$ cat src/rtl/scc_pkg.sv
// Shared encodings for the shader condition code unit.
// Assumes a 3-bit comparison code and a 2-bit combine mode.
package scc_pkg;

    typedef enum logic [2:0] {
        CMP_EQ = 3'd0,
        CMP_NE = 3'd1,
        CMP_LT = 3'd2,
        CMP_LE = 3'd3,
        CMP_GT = 3'd4,
        CMP_GE = 3'd5
    } cmp_op_e;

    typedef enum logic [1:0] {
        MODE_ANY   = 2'd0,
        MODE_BOTH  = 2'd1,
        MODE_XONLY = 2'd2,
        MODE_YONLY = 2'd3
    } comb_mode_e;

endpackage

$ cat src/rtl/fp_lane_cmp.sv
// One-lane float comparator.
// It maps each operand to an unsigned order key: zeros collapse to one key,
// negatives are bit-inverted. The ordered relations then become integer
// compares, and NaN operands are folded in separately.
// Assumes IEEE-style layout: sign, EXP_W exponent bits, MAN_W fraction bits.
module fp_lane_cmp #(
    parameter int EXP_W = 8,
    parameter int MAN_W = 23,
    localparam int FP_W = 1 + EXP_W + MAN_W
) (
    input  logic [FP_W-1:0] op_a,
    input  logic [FP_W-1:0] op_b,
    input  logic [2:0]      op_code,
    output logic            hit
);
    import scc_pkg::*;

    logic            nan_a, nan_b, any_nan;
    logic [FP_W-1:0] key_a, key_b;
    logic            a_lt_b, b_lt_a, a_eq_b;

    // Detect NaN: all-ones exponent with a nonzero fraction.
    always_comb begin
        nan_a   = (&op_a[FP_W-2 -: EXP_W]) && (op_a[MAN_W-1:0] != '0);
        nan_b   = (&op_b[FP_W-2 -: EXP_W]) && (op_b[MAN_W-1:0] != '0);
        any_nan = nan_a | nan_b;
    end

    // Build order-preserving keys; both signed zeros share one key.
    always_comb begin
        if (op_a[FP_W-2:0] == '0)   key_a = {1'b1, {(FP_W-1){1'b0}}};
        else if (op_a[FP_W-1])      key_a = ~op_a;
        else                        key_a = {1'b1, op_a[FP_W-2:0]};
        if (op_b[FP_W-2:0] == '0)   key_b = {1'b1, {(FP_W-1){1'b0}}};
        else if (op_b[FP_W-1])      key_b = ~op_b;
        else                        key_b = {1'b1, op_b[FP_W-2:0]};
    end

    // Raw relations on the keys.
    always_comb begin
        a_lt_b = key_a < key_b;
        b_lt_a = key_b < key_a;
        a_eq_b = key_a == key_b;
    end

    // Select the relation; greater forms use swapped less-than operands.
    always_comb begin
        case (op_code)
            CMP_EQ:  hit = !any_nan && a_eq_b;
            CMP_NE:  hit = any_nan || !a_eq_b;
            CMP_LT:  hit = !any_nan && a_lt_b;
            CMP_LE:  hit = !any_nan && (a_lt_b || a_eq_b);
            CMP_GT:  hit = !any_nan && b_lt_a;
            CMP_GE:  hit = !any_nan && (b_lt_a || a_eq_b);
            default: hit = 1'b0;
        endcase
    end

endmodule

$ cat src/rtl/cond_combine.sv
// Branch condition evaluator.
// Each flag passes when it equals its reference bit. The two pass bits are
// then merged as the mode asks. Purely combinational.
module cond_combine (
    input  logic       flag_x,
    input  logic       flag_y,
    input  logic       ref_x,
    input  logic       ref_y,
    input  logic [1:0] mode,
    output logic       taken
);
    import scc_pkg::*;

    logic pass_x, pass_y;

    // Equality test of each flag against its reference.
    always_comb begin
        pass_x = flag_x ~^ ref_x;
        pass_y = flag_y ~^ ref_y;
    end

    // Merge the per-flag tests.
    always_comb begin
        case (mode)
            MODE_ANY:   taken = pass_x | pass_y;
            MODE_BOTH:  taken = pass_x & pass_y;
            MODE_XONLY: taken = pass_x;
            default:    taken = pass_y;
        endcase
    end

endmodule

$ cat src/rtl/bool_uniform_test.sv
// Boolean uniform selector with optional inversion.
// An index beyond the vector selects a constant 0 before the inversion.
module bool_uniform_test #(
    parameter int NUM_BOOL = 16,
    localparam int SEL_W = (NUM_BOOL > 1) ? $clog2(NUM_BOOL) : 1
) (
    input  logic [NUM_BOOL-1:0] bools,
    input  logic [SEL_W-1:0]    sel,
    input  logic                invert,
    output logic                taken
);
    logic picked;

    // Pick the addressed uniform, guarding the out-of-range index.
    always_comb begin
        picked = 1'b0;
        for (int i = 0; i < NUM_BOOL; i++) begin
            if (sel == SEL_W'(i)) picked = bools[i];
        end
    end

    // Apply the inversion request.
    always_comb taken = picked ^ invert;

endmodule

$ cat src/rtl/shader_cond_unit.sv
// Shader condition code unit, top level.
// It holds two flags written by a compare strobe; lane g of the operands
// feeds flag g. It also exposes a combinational condition evaluator and a
// boolean uniform test.
// Assumes LANES >= 2; components above lane 1 are not used.
module shader_cond_unit #(
    parameter int EXP_W    = 8,
    parameter int MAN_W    = 23,
    parameter int LANES    = 4,
    parameter int NUM_BOOL = 16,
    localparam int FP_W    = 1 + EXP_W + MAN_W,
    localparam int VEC_W   = LANES * FP_W,
    localparam int FLAG_N  = 2,
    localparam int SEL_W   = (NUM_BOOL > 1) ? $clog2(NUM_BOOL) : 1
) (
    input  logic                clk,
    input  logic                rst_n,
    input  logic                cmp_valid,
    input  logic [VEC_W-1:0]    cmp_src_a,
    input  logic [VEC_W-1:0]    cmp_src_b,
    input  logic [2:0]          cmp_op_x,
    input  logic [2:0]          cmp_op_y,
    output logic                flag_x,
    output logic                flag_y,
    input  logic                cond_ref_x,
    input  logic                cond_ref_y,
    input  logic [1:0]          cond_mode,
    output logic                cond_taken,
    input  logic [NUM_BOOL-1:0] bool_vec,
    input  logic [SEL_W-1:0]    bool_sel,
    input  logic                bool_invert,
    output logic                bool_taken
);
    import scc_pkg::*;

    logic [FLAG_N-1:0] lane_hit;
    logic [FLAG_N-1:0] flag_q;
    logic [2:0]        lane_op [FLAG_N];

    // Route each lane's comparison code.
    always_comb begin
        lane_op[0] = cmp_op_x;
        lane_op[1] = cmp_op_y;
    end

    // One comparator per flag lane.
    for (genvar g = 0; g < FLAG_N; g++) begin : g_lane
        fp_lane_cmp #(.EXP_W(EXP_W), .MAN_W(MAN_W)) u_cmp (
            .op_a    (cmp_src_a[g*FP_W +: FP_W]),
            .op_b    (cmp_src_b[g*FP_W +: FP_W]),
            .op_code (lane_op[g]),
            .hit     (lane_hit[g])
        );
    end

    // Upper components take no part in the flags.
    if (LANES > FLAG_N) begin : g_upper
        logic unused_upper;
        assign unused_upper = ^{cmp_src_a[VEC_W-1:FLAG_N*FP_W],
                                cmp_src_b[VEC_W-1:FLAG_N*FP_W]};
    end

    // Flag storage: load on strobe, otherwise hold.
    always_ff @(posedge clk) begin
        if (!rst_n)          flag_q <= '0;
        else if (cmp_valid)  flag_q <= lane_hit;
    end

    assign flag_x = flag_q[0];
    assign flag_y = flag_q[1];

    cond_combine u_comb (
        .flag_x (flag_q[0]),
        .flag_y (flag_q[1]),
        .ref_x  (cond_ref_x),
        .ref_y  (cond_ref_y),
        .mode   (cond_mode),
        .taken  (cond_taken)
    );

    bool_uniform_test #(.NUM_BOOL(NUM_BOOL)) u_bool (
        .bools  (bool_vec),
        .sel    (bool_sel),
        .invert (bool_invert),
        .taken  (bool_taken)
    );

    // Independent NaN view of the X lane for the unordered check.
    logic x_has_nan;
    always_comb begin
        x_has_nan = ((&cmp_src_a[FP_W-2 -: EXP_W]) && (cmp_src_a[MAN_W-1:0] != '0)) ||
                    ((&cmp_src_b[FP_W-2 -: EXP_W]) && (cmp_src_b[MAN_W-1:0] != '0));
    end

    AST_FLAGS_HOLD: assert property (@(posedge clk) disable iff (!rst_n)
        !cmp_valid |=> $stable(flag_q));
    AST_X_LOAD: assert property (@(posedge clk) disable iff (!rst_n)
        cmp_valid |=> flag_x == $past(lane_hit[0]));
    AST_Y_LOAD: assert property (@(posedge clk) disable iff (!rst_n)
        cmp_valid |=> flag_y == $past(lane_hit[1]));
    AST_NAN_UNORDERED: assert property (@(posedge clk) disable iff (!rst_n)
        (cmp_valid && x_has_nan && cmp_op_x != CMP_NE) |=> !flag_x);
    AST_BOTH_NEEDS_MATCH: assert property (@(posedge clk) disable iff (!rst_n)
        (cond_mode == MODE_BOTH && cond_taken) |-> (flag_x == cond_ref_x && flag_y == cond_ref_y));
    AST_ANY_MISS: assert property (@(posedge clk) disable iff (!rst_n)
        (cond_mode == MODE_ANY && !cond_taken) |-> (flag_x != cond_ref_x && flag_y != cond_ref_y));
    AST_BOOL_CLEAR: assert property (@(posedge clk) disable iff (!rst_n)
        ({1'b0, bool_sel} < (SEL_W+1)'(NUM_BOOL) && !bool_vec[bool_sel] && !bool_invert)
        |-> !bool_taken);

endmodule

$ cat config.mk
export PLATFORM = sky130hd
export DESIGN_NAME = shader_cond_unit
export DESIGN_NICKNAME = d
export VERILOG_FILES = /design/src/rtl/scc_pkg.sv /design/src/rtl/fp_lane_cmp.sv /design/src/rtl/cond_combine.sv /design/src/rtl/bool_uniform_test.sv /design/src/rtl/shader_cond_unit.sv
export SDC_FILE = /design/constraint.sdc
export NUM_CORES = 1
export LEC_CHECK = 0
export BUFFER_PORTS_ARGS = -buffer_cell sky130_fd_sc_hd__buf_4
export CORE_AREA = 2 2 115 117
export DETAILED_ROUTE_END_ITERATION = 6
export DIE_AREA = 0 0 117 119
export GPL_ROUTABILITY_DRIVEN = 0
export GPL_TIMING_DRIVEN = 1
export PLACE_DENSITY = 0.77
export SYNTH_ARGS = -nofsm -noshare
export SYNTH_HDL_FRONTEND = slang
export SYNTH_SLANG_ARGS = --single-unit
$ cat constraint.sdc
create_clock -name clk -period 3.3 [get_ports clk]
set_input_delay 0.165 -clock clk [delete_from_list [all_inputs] [get_ports clk]]
set_output_delay 0.165 -clock clk [all_outputs]
set_load 0.05 [all_outputs]
==> impl_metrics.yaml, run 1 <==
cts:
  clock-sinks: 2
  clk_root_buf: "clkbuf_16"
  clock_insertion_delay_worst_skew_ns: 0.22
  cts_tree: "yes"
  cts_hold_buffers: 0
  clock_tree.buffer_depth: 2
  cts_inserted_buffers: 3
  clock_tree.htree_level_count: 1
  worst_setup_hold_path_clk_slew_ns: 0.03
worst_setup_path:
  cp-start-kind: "input pin"
  cp_data_arrival_time_ns: 3.18
  worst_ep_required_time_ns: 3.40
  timing.critical_path.max_delay_family: "simple AND/OR/NAND/NOR gates"
  crit_type: "input pin to flop"
  worstPathMaxFanout: 14
  r2r_cells: 2
  crit_end: "flag_q[1]"
  crit_buf_inv: 2
  ordered_cell_list_for_the_critical_path: "buf_4 -> nor4_2 -> nand4_1 -> nor3_2 -> buf_4 -> nor2_1 -> ha_1 -> nand4_1 -> or4_4 -> nor3_4 -> nor2b_1 -> a211o_1 -> a21oi_2 -> o211ai_2"
  slowest_delay_ns: 0.53
  crit-reg2reg-capture: "flag_q[1]"
  crit_start: "cmp_src_a[48]"
  cp_num_cells: 14
  r2r-start: "flag_q[1]"
  setup.worst_path.end_class: "flop"
  r2r_setup_slack_ns: 2.66
  crit_path_max_delay_cell_type: "or4_4"
yosys:
  number_of_synthesis_warnings: 0
  synth_edf_count: 0
  largest_family_of_logic_cells_by_synthesized_area: "simple AND/OR/NAND/NOR gates"
  ys_seq_area_frac: 0.01017
  post_synthesis_compound_gate_area_fraction: 0.1252
  yosys-top-cells-count: "nand2_1 (84), nor2_1 (72), ha_1 (64), xnor2_1 (64), xor2_1 (64)"
  proportion_of_synthesized_flip_flops_having_asynchronous_set_or_reset: 0
  post-synth-top-area-cell: "ha_1"
  number_of_library_cell_types_mapped_by_synthesis: 47
  synth.most_common_cell: "nand2_1"
  synth.area.top_cells: "ha_1 (20%), xnor2_1 (14%), xor2_1 (14%), nand2_1 (8.0%), nor2_1 (6.9%)"
  synth_fp_nets: 917
  synthSimpleGateAreaFrac: 0.3288
  synth_xor_area_frac: 0.2846
  syn_avg_cell_area_um2: 6.996
  synth-adder-area-share: 0.2033
  postSynth.topFlopCell: "dfxtp_1"
  mappedNetlistArea_mm2: 0.003939
  synthDominantCellAreaShare: 0.2033
  ys_ff_latch: 2
  synth.area.mux_share: 0.01652
  postSynthCellCount: 563
die:
  die_w_um: 117
  rows: 42
  fp.dieArea_mm2: 0.01392
  i_o_pins: 294
  core_mm2: 0.01287
  floorplan_die_height_um: 119
  floorplan.initialDensity: 0.3059
route:
  final_antenna_net_count: 0
  via_count: 4459
  vias_per_cell: 4.943
  wl_mm: 11.54
  initialDrtViolationCount: 172
  dr.pass1.iters: 4
  drc_errors: 0
  detail_route.wirelength.met1_mm: 5.029
  routedWlPerCell_um: 12.79
  highest-signal-layer: "met5"
  routed-wl-met2_mm: 5.526
  wl_met3_um: 806
global_routing:
  grt_max_degree: 33
  remaining_overflow_grt: 0
  grt_use_total: 0.1591
  grt_first_pass_wirelength_mm: 18.61
  grt_antenna_before_repair: 1
  grt_pass1_vias: 4207
sta:
  maxSlewHeadroom: 0.6434
  skew_ns: 0
  transition_time_at_the_pin_with_the_least_slew_margin_ns: 0.5301
  setup_viol: 0
  final.min_clock_period_ns: 3.085
  min_period_over_period: 0.9349
  hold_viol_final: 0
  achievable-frequency_mhz: 324.1
  timing.final.max_slew_violations: 0
  rsz0062_at_grt: "false"
  setup_tns_ns: 0
power_and_ir_drop:
  clockPowerShare: 0.169
  design_internal_power_w: 0.0006182
  power.density_cell_area_mw_per_mm2: 191.2
  switchingPower_w: 0.0004526
  p_leak_nw: 2.712
  share_seq_of_total_power: 0.026
  combinationalPowerShare: 0.805
  vdd.ir_drop.worst_mv: 0.1038
  switching_share: 0.4226
layout:
  largest_register_ff_count: 2
  area_delta_synth_final_pct: 42.19
  layout-drive-gt1-share: 0.3044
  nNetsFinal: 1082
  layout.cells.non_filler: 902
  largest_register: "flag_q"
  reg_top3: "flag_q x2"
  num_antenna_cells: 0
  fill_cells: 1294
hold_path:
  worstHoldPathType: "input pin to flop"
outcome:
  outcome: "finished, final reports clean"
placement:
  detailedPlacementHpwl_mm: 9.933
  io_buffers: 165
  post-place-cells: 899
run:
  number_of_max_cap_violations: 0
-- per-layer routing --
layer	up-vias	global-route usage
met2	136	0.2836
li1	2322	-
met4	2	0.03456
met5	-	0
met1	1983	0.2017
met3	16	0.02036
-- tightest hold or removal path, stage by stage --
cell      delay, ns
buf_4          0.12
nand3b_1       0.09
o211ai_2       0.07
-- layout by cell type, fill, tap and decap left out, drive strengths merged, types with 6 or more instances in the layout --
cell / count
nand3: 7
nor3: 8
o21ai: 17
xnor2: 64
nor2b: 9
buf: 189
or4: 6
xor2: 64
nor4: 28
ha: 64
nand2: 85
a21oi: 25
a21o: 6
nor2: 72
nand4: 26
-- cell families (layout without fill, tap and decap cells) --
kind of cell / count (synthesis) / in the layout
DFF: 2 / 2
muxes: 4 / 4
and+or+nand+nor: 259 / 259
AOI/OAI and AO/OA: 73 / 73
xor gates and xnor gates: 128 / 128
buffers and inverters: 33 / 196
adders and majority gates: 64 / 64
-- stage by stage --
step | setup WS, ns | hold WS [ns] | power (W) | cell area (µm²) | utilization
global route | 0.002199 | 0.2683 | 0.001190 | 5600 | 0.4350
floorplan | 0.1839 | 0.3326 | 0.0005595 | 3939 | -
CTS | 0.1247 | 0.2534 | 0.001073 | 5567 | 0.4324
global placement | -0.07677 | 0.4743 | 0.0008676 | 5492 | 0.4265
finish | 0.2148 | 0.2557 | 0.001071 | 5600 | 0.4350
detailed placement | -0.08254 | 0.4777 | 0.0008836 | 5492 | 0.4265
-- cell type report --
cell class / count / area [µm²] / area share
Multi-Input combinational cell: 528 / 3815 / 0.6812
Tap cell: 176 / 220.2 / 0.03932
Timing Repair Buffer: 189 / 1435 / 0.2563
Sequential cell: 2 / 40.04 / 0.007149
Clock buffer: 3 / 75.07 / 0.01340
Inverter: 4 / 15.01 / 0.002681
-- worst min-delay path by stage --
stage | slack, ns | end | startpoint | depth (start not counted)
global placement | 0.47 | flag_q[0] | rst_n | 3
detailed placement | 0.48 | flag_q[0] | rst_n | 3
global route | 0.27 | flag_q[0] | rst_n | 3
CTS | 0.25 | flag_q[0] | rst_n | 3
floorplan | 0.33 | flag_q[0] | rst_n | 2
finish | 0.26 | flag_q[0] | rst_n | 3
-- timing repair --
item,4_1_cts,5_1_grt
buffers inserted,0,0
endpoints found under the setup margin,0,2
gates resized for setup,0,6
-- power groups by stage --
stage	registers (W)	logic, W	clock network, W
2_1_floorplan	0.0000348	0.000525	0
3_3_place_gp	0.0000288	0.000839	0
3_5_place_dp	0.0000288	0.000855	0
4_1_cts	0.0000285	0.000861	0.000183
5_1_grt	0.0000286	0.000973	0.000188
6_report	0.0000284	0.000862	0.000181
Power figures use the tool's default switching activity.
==> run 2, diff against run 1 <==
ABC_AREA = 1   (was unset)
CORE_AREA = 2 2 114 116   (was 2 2 115 117)
DIE_AREA = 0 0 116 118   (was 0 0 117 119)
PLACE_DENSITY = 0.81   (was 0.77)
==> run 2 against run 1 <==
- register-to-register slack hardly changed
- die area decreased by 1.7%
- flip-flop and latch count stayed put
- sequential share of layout area about the same
- sequential power is 3% lower
- global-route usage grew 0.48 points
- largest power group unchanged
- combinational power up 0.8%
- critical path depth up 9
- setup slack improved by 0.087 ns
- worst hold slack worse by 0.055 ns
==> impl_metrics.yaml, run 2 <==
worst_setup_path:
  cp_data_arrival_time_ns: 3.15
  worstPathMaxFanout: 31
  worst_ep_required_time_ns: 3.45
  r2r_setup_slack_ns: 2.65
  crit_type: "input pin to flop"
  setup.worst_path.end_class: "flop"
  cp-start-kind: "input pin"
power_and_ir_drop:
  p_leak_nw: 2.925
  combinationalPowerShare: 0.806
  power.density_cell_area_mw_per_mm2: 187.0
  share_seq_of_total_power: 0.026
  post-layout-total-power_w: 0.001077
  switching_share: 0.4451
  clockPowerShare: 0.168
  switchingPower_w: 0.0004795
  vdd.ir_drop.worst_mv: 0.1100
  design_internal_power_w: 0.0005977
global_routing:
  grt_use_total: 0.1638
  grt_max_degree: 33
  grt_antenna_before_repair: 0
  met3_usage: 0.01854
  globalRouteMet1Util: 0.2148
  grt_pass1_vias: 4463
  grt_first_pass_wirelength_mm: 19.11
  gr-max-usage-layer: "met2"
  globalRouteMet2Util: 0.2829
  remaining_overflow_grt: 0
route:
  final_antenna_net_count: 0
  vias_per_cell: 4.733
  via_count: 4842
  wl_mm: 11.49
  dr.pass1.iters: 5
  drc_errors: 0
  routedWlPerCell_um: 11.23
  initialDrtViolationCount: 239
sta:
  setup_viol: 0
  maxSlewHeadroom: 0.6618
  achievable-frequency_mhz: 333.5
  final.min_clock_period_ns: 2.999
  min_period_over_period: 0.9087
  hold_viol_final: 0
  fin_worst_hold_slack_ns: 0.2007
  skew_ns: 0
  timing.final.max_slew_violations: 0
  transition_time_at_the_pin_with_the_least_slew_margin_ns: 0.5072
die:
  floorplan_die_height_um: 118
  core_mm2: 0.01241
  i_o_pins: 294
  rows: 41
  fp.dieArea_mm2: 0.01369
  die_w_um: 116
  floorplan.initialDensity: 0.3405
yosys:
  number_of_library_cell_types_mapped_by_synthesis: 36
  proportion_of_synthesized_flip_flops_having_asynchronous_set_or_reset: 0
  synth_fp_nets: 1058
  postSynthCellCount: 704
  postSynth.topFlopCell: "dfxtp_1"
  mappedNetlistArea_mm2: 0.004227
  synthDominantCellAreaShare: 0.1895
  synth_edf_count: 0
  synth.area.top_cells: "ha_1 (19%), nand2_1 (15%), xnor2_1 (13%), xor2_1 (12%), nor2_1 (11%)"
  syn_avg_cell_area_um2: 6.004
  ys_ff_latch: 2
  synth.most_common_cell: "nand2_1"
  number_of_synthesis_warnings: 0
  yosys-top-cells-count: "nand2_1 (167), nor2_1 (128), ha_1 (64), xnor2_1 (64), xor2_1 (59)"
  ys_seq_area_frac: 0.009473
  post-synth-top-area-cell: "ha_1"
cts:
  clk_root_buf: "clkbuf_16"
  worst_setup_hold_path_clk_slew_ns: 0.03
  clock-sinks: 2
  clock_insertion_delay_worst_skew_ns: 0.22
  cts_inserted_buffers: 3
  clock_tree.buffer_depth: 2
  cts_tree: "yes"
  cts_hold_buffers: 0
  clock_tree.htree_level_count: 1
layout:
  final_cell_area_mm2: 0.005759
  layout_commonest_cell: "buf_4"
  nNetsFinal: 1207
  fill_cells: 1303
  layout-drive-gt1-share: 0.2327
  num_antenna_cells: 0
  area_delta_synth_final_pct: 36.26
  reg_top3: "flag_q x2"
  largest_register_ff_count: 2
  final_cell_mix: "buf_4 (170), nand2_1 (167), nor2_1 (126), xnor2_1 (64), ha_1 (64)"
  largest_register: "flag_q"
hold_path:
  worstHoldPathType: "input pin to flop"
placement:
  io_buffers: 165
  detailedPlacementHpwl_mm: 9.764
  detailed_place.area_mm2: 0.005655
run:
  number_of_max_cap_violations: 0
outcome:
  outcome: "finished, final reports clean"
run 2: changes by cell type after synthesis, moves of 11 or more:
cell     previous run  this run
inv_1               4        43
nand2_1            84       167
buf_2               0        11
nor4_1             28        17
nor2_1             72       128
nand3_1             7        18
run 2: cell families (layout without fill, tap and decap cells):
logic type	Yosys count	count (layout)	synth area share
AND/OR/NAND/NOR	380	380	0.3949
XOR/XNOR	123	123	0.2549
buffers and inverters	74	221	0.06986
adder cells (fa/ha/maj)	64	64	0.1895
AO/OA/AOI/OAI	61	61	0.08141
flip-flops	2	2	0.009473
run 2: timing repair:
| action | in CTS | in global routing |
|---|---|---|
| endpoints found under the setup margin | 0 | 1 |
| resized for setup | 0 | 4 |
| buffers inserted | 0 | 1 |
run 2: critical path, cell delays in order:
cell and delay, ns:
buf_4 0.13, nor4_4 0.31, nand3b_1 0.16, nand3b_1 0.27
nor4_4 0.22, buf_12 0.22, nor2_1 0.07, ha_1 0.30
a21oi_1 0.15, nor2_1 0.05, nor2_1 0.16, nand2_1 0.08
nand2_1 0.05, nand2_1 0.05, nand2_1 0.12, nand2_1 0.09
o21bai_1 0.15, nor2_1 0.06, nand2_1 0.06, nand2_1 0.04
nand2_1 0.05, nand2_1 0.06, a21oi_2 0.11
run 2: cell type report:
| class | count | area (µm²) | share of cell area |
|---|---|---|---|
| Clock buffer | 3 | 75.07 | 0.01303 |
| Inverter | 45 | 168.9 | 0.02933 |
| Tap cell | 172 | 215.2 | 0.03737 |
| Sequential cell | 2 | 40.04 | 0.006952 |
| Timing Repair Buffer | 173 | 1336 | 0.2320 |
| Multi-Input combinational cell | 628 | 3924 | 0.6813 |
run 2: power by group through the flow:
stage	logic [W]	clock network [W]	registers, W
after floorplan	0.000565	0	0.0000329
after global placement	0.000848	0	0.0000278
after detailed placement	0.000863	0	0.0000278
after CTS	0.000868	0.000185	0.0000277
after global routing	0.000999	0.000190	0.0000279
final	0.000869	0.000181	0.0000276
run 2: metal layers:
| layer | part of all wire | wire length, µm | up-vias |
|---|---|---|---|
| met3 | 0.063 | 723 | 16 |
| met1 | 0.46 | 5266 | 2096 |
| met4 | 0.018 | 211 | 0 |
| met2 | 0.46 | 5284 | 141 |
| met5 | 0 | 0 | - |
| li1 | - | - | 2589 |
run 2: path summary, 6_finish.rpt:
| kind | from | endpoint | cells past startpoint |
|---|---|---|---|
| max | cmp_src_a[5] | flag_q[0] | 23 |
| min | rst_n | flag_q[0] | 3 |
| max reg2reg | flag_q[0] | flag_q[0] | 2 |
| min reg2reg | flag_q[1] | flag_q[1] | 2 |
run 2: per-stage QoR:
step / worst slack, ns / std cells / TNS (ns) / util
global placement: 0.04245 / 1019 / 0 / 0.4556
floorplan: 0.6986 / 704 / 0 / -
CTS: 0.1882 / 1022 / 0 / 0.4616
detailed placement: -0.008480 / 1019 / -0.008480 / 0.4556
finish: 0.3014 / 1023 / 0 / 0.4639
global route: -0.007346 / 1023 / -0.007346 / 0.4639
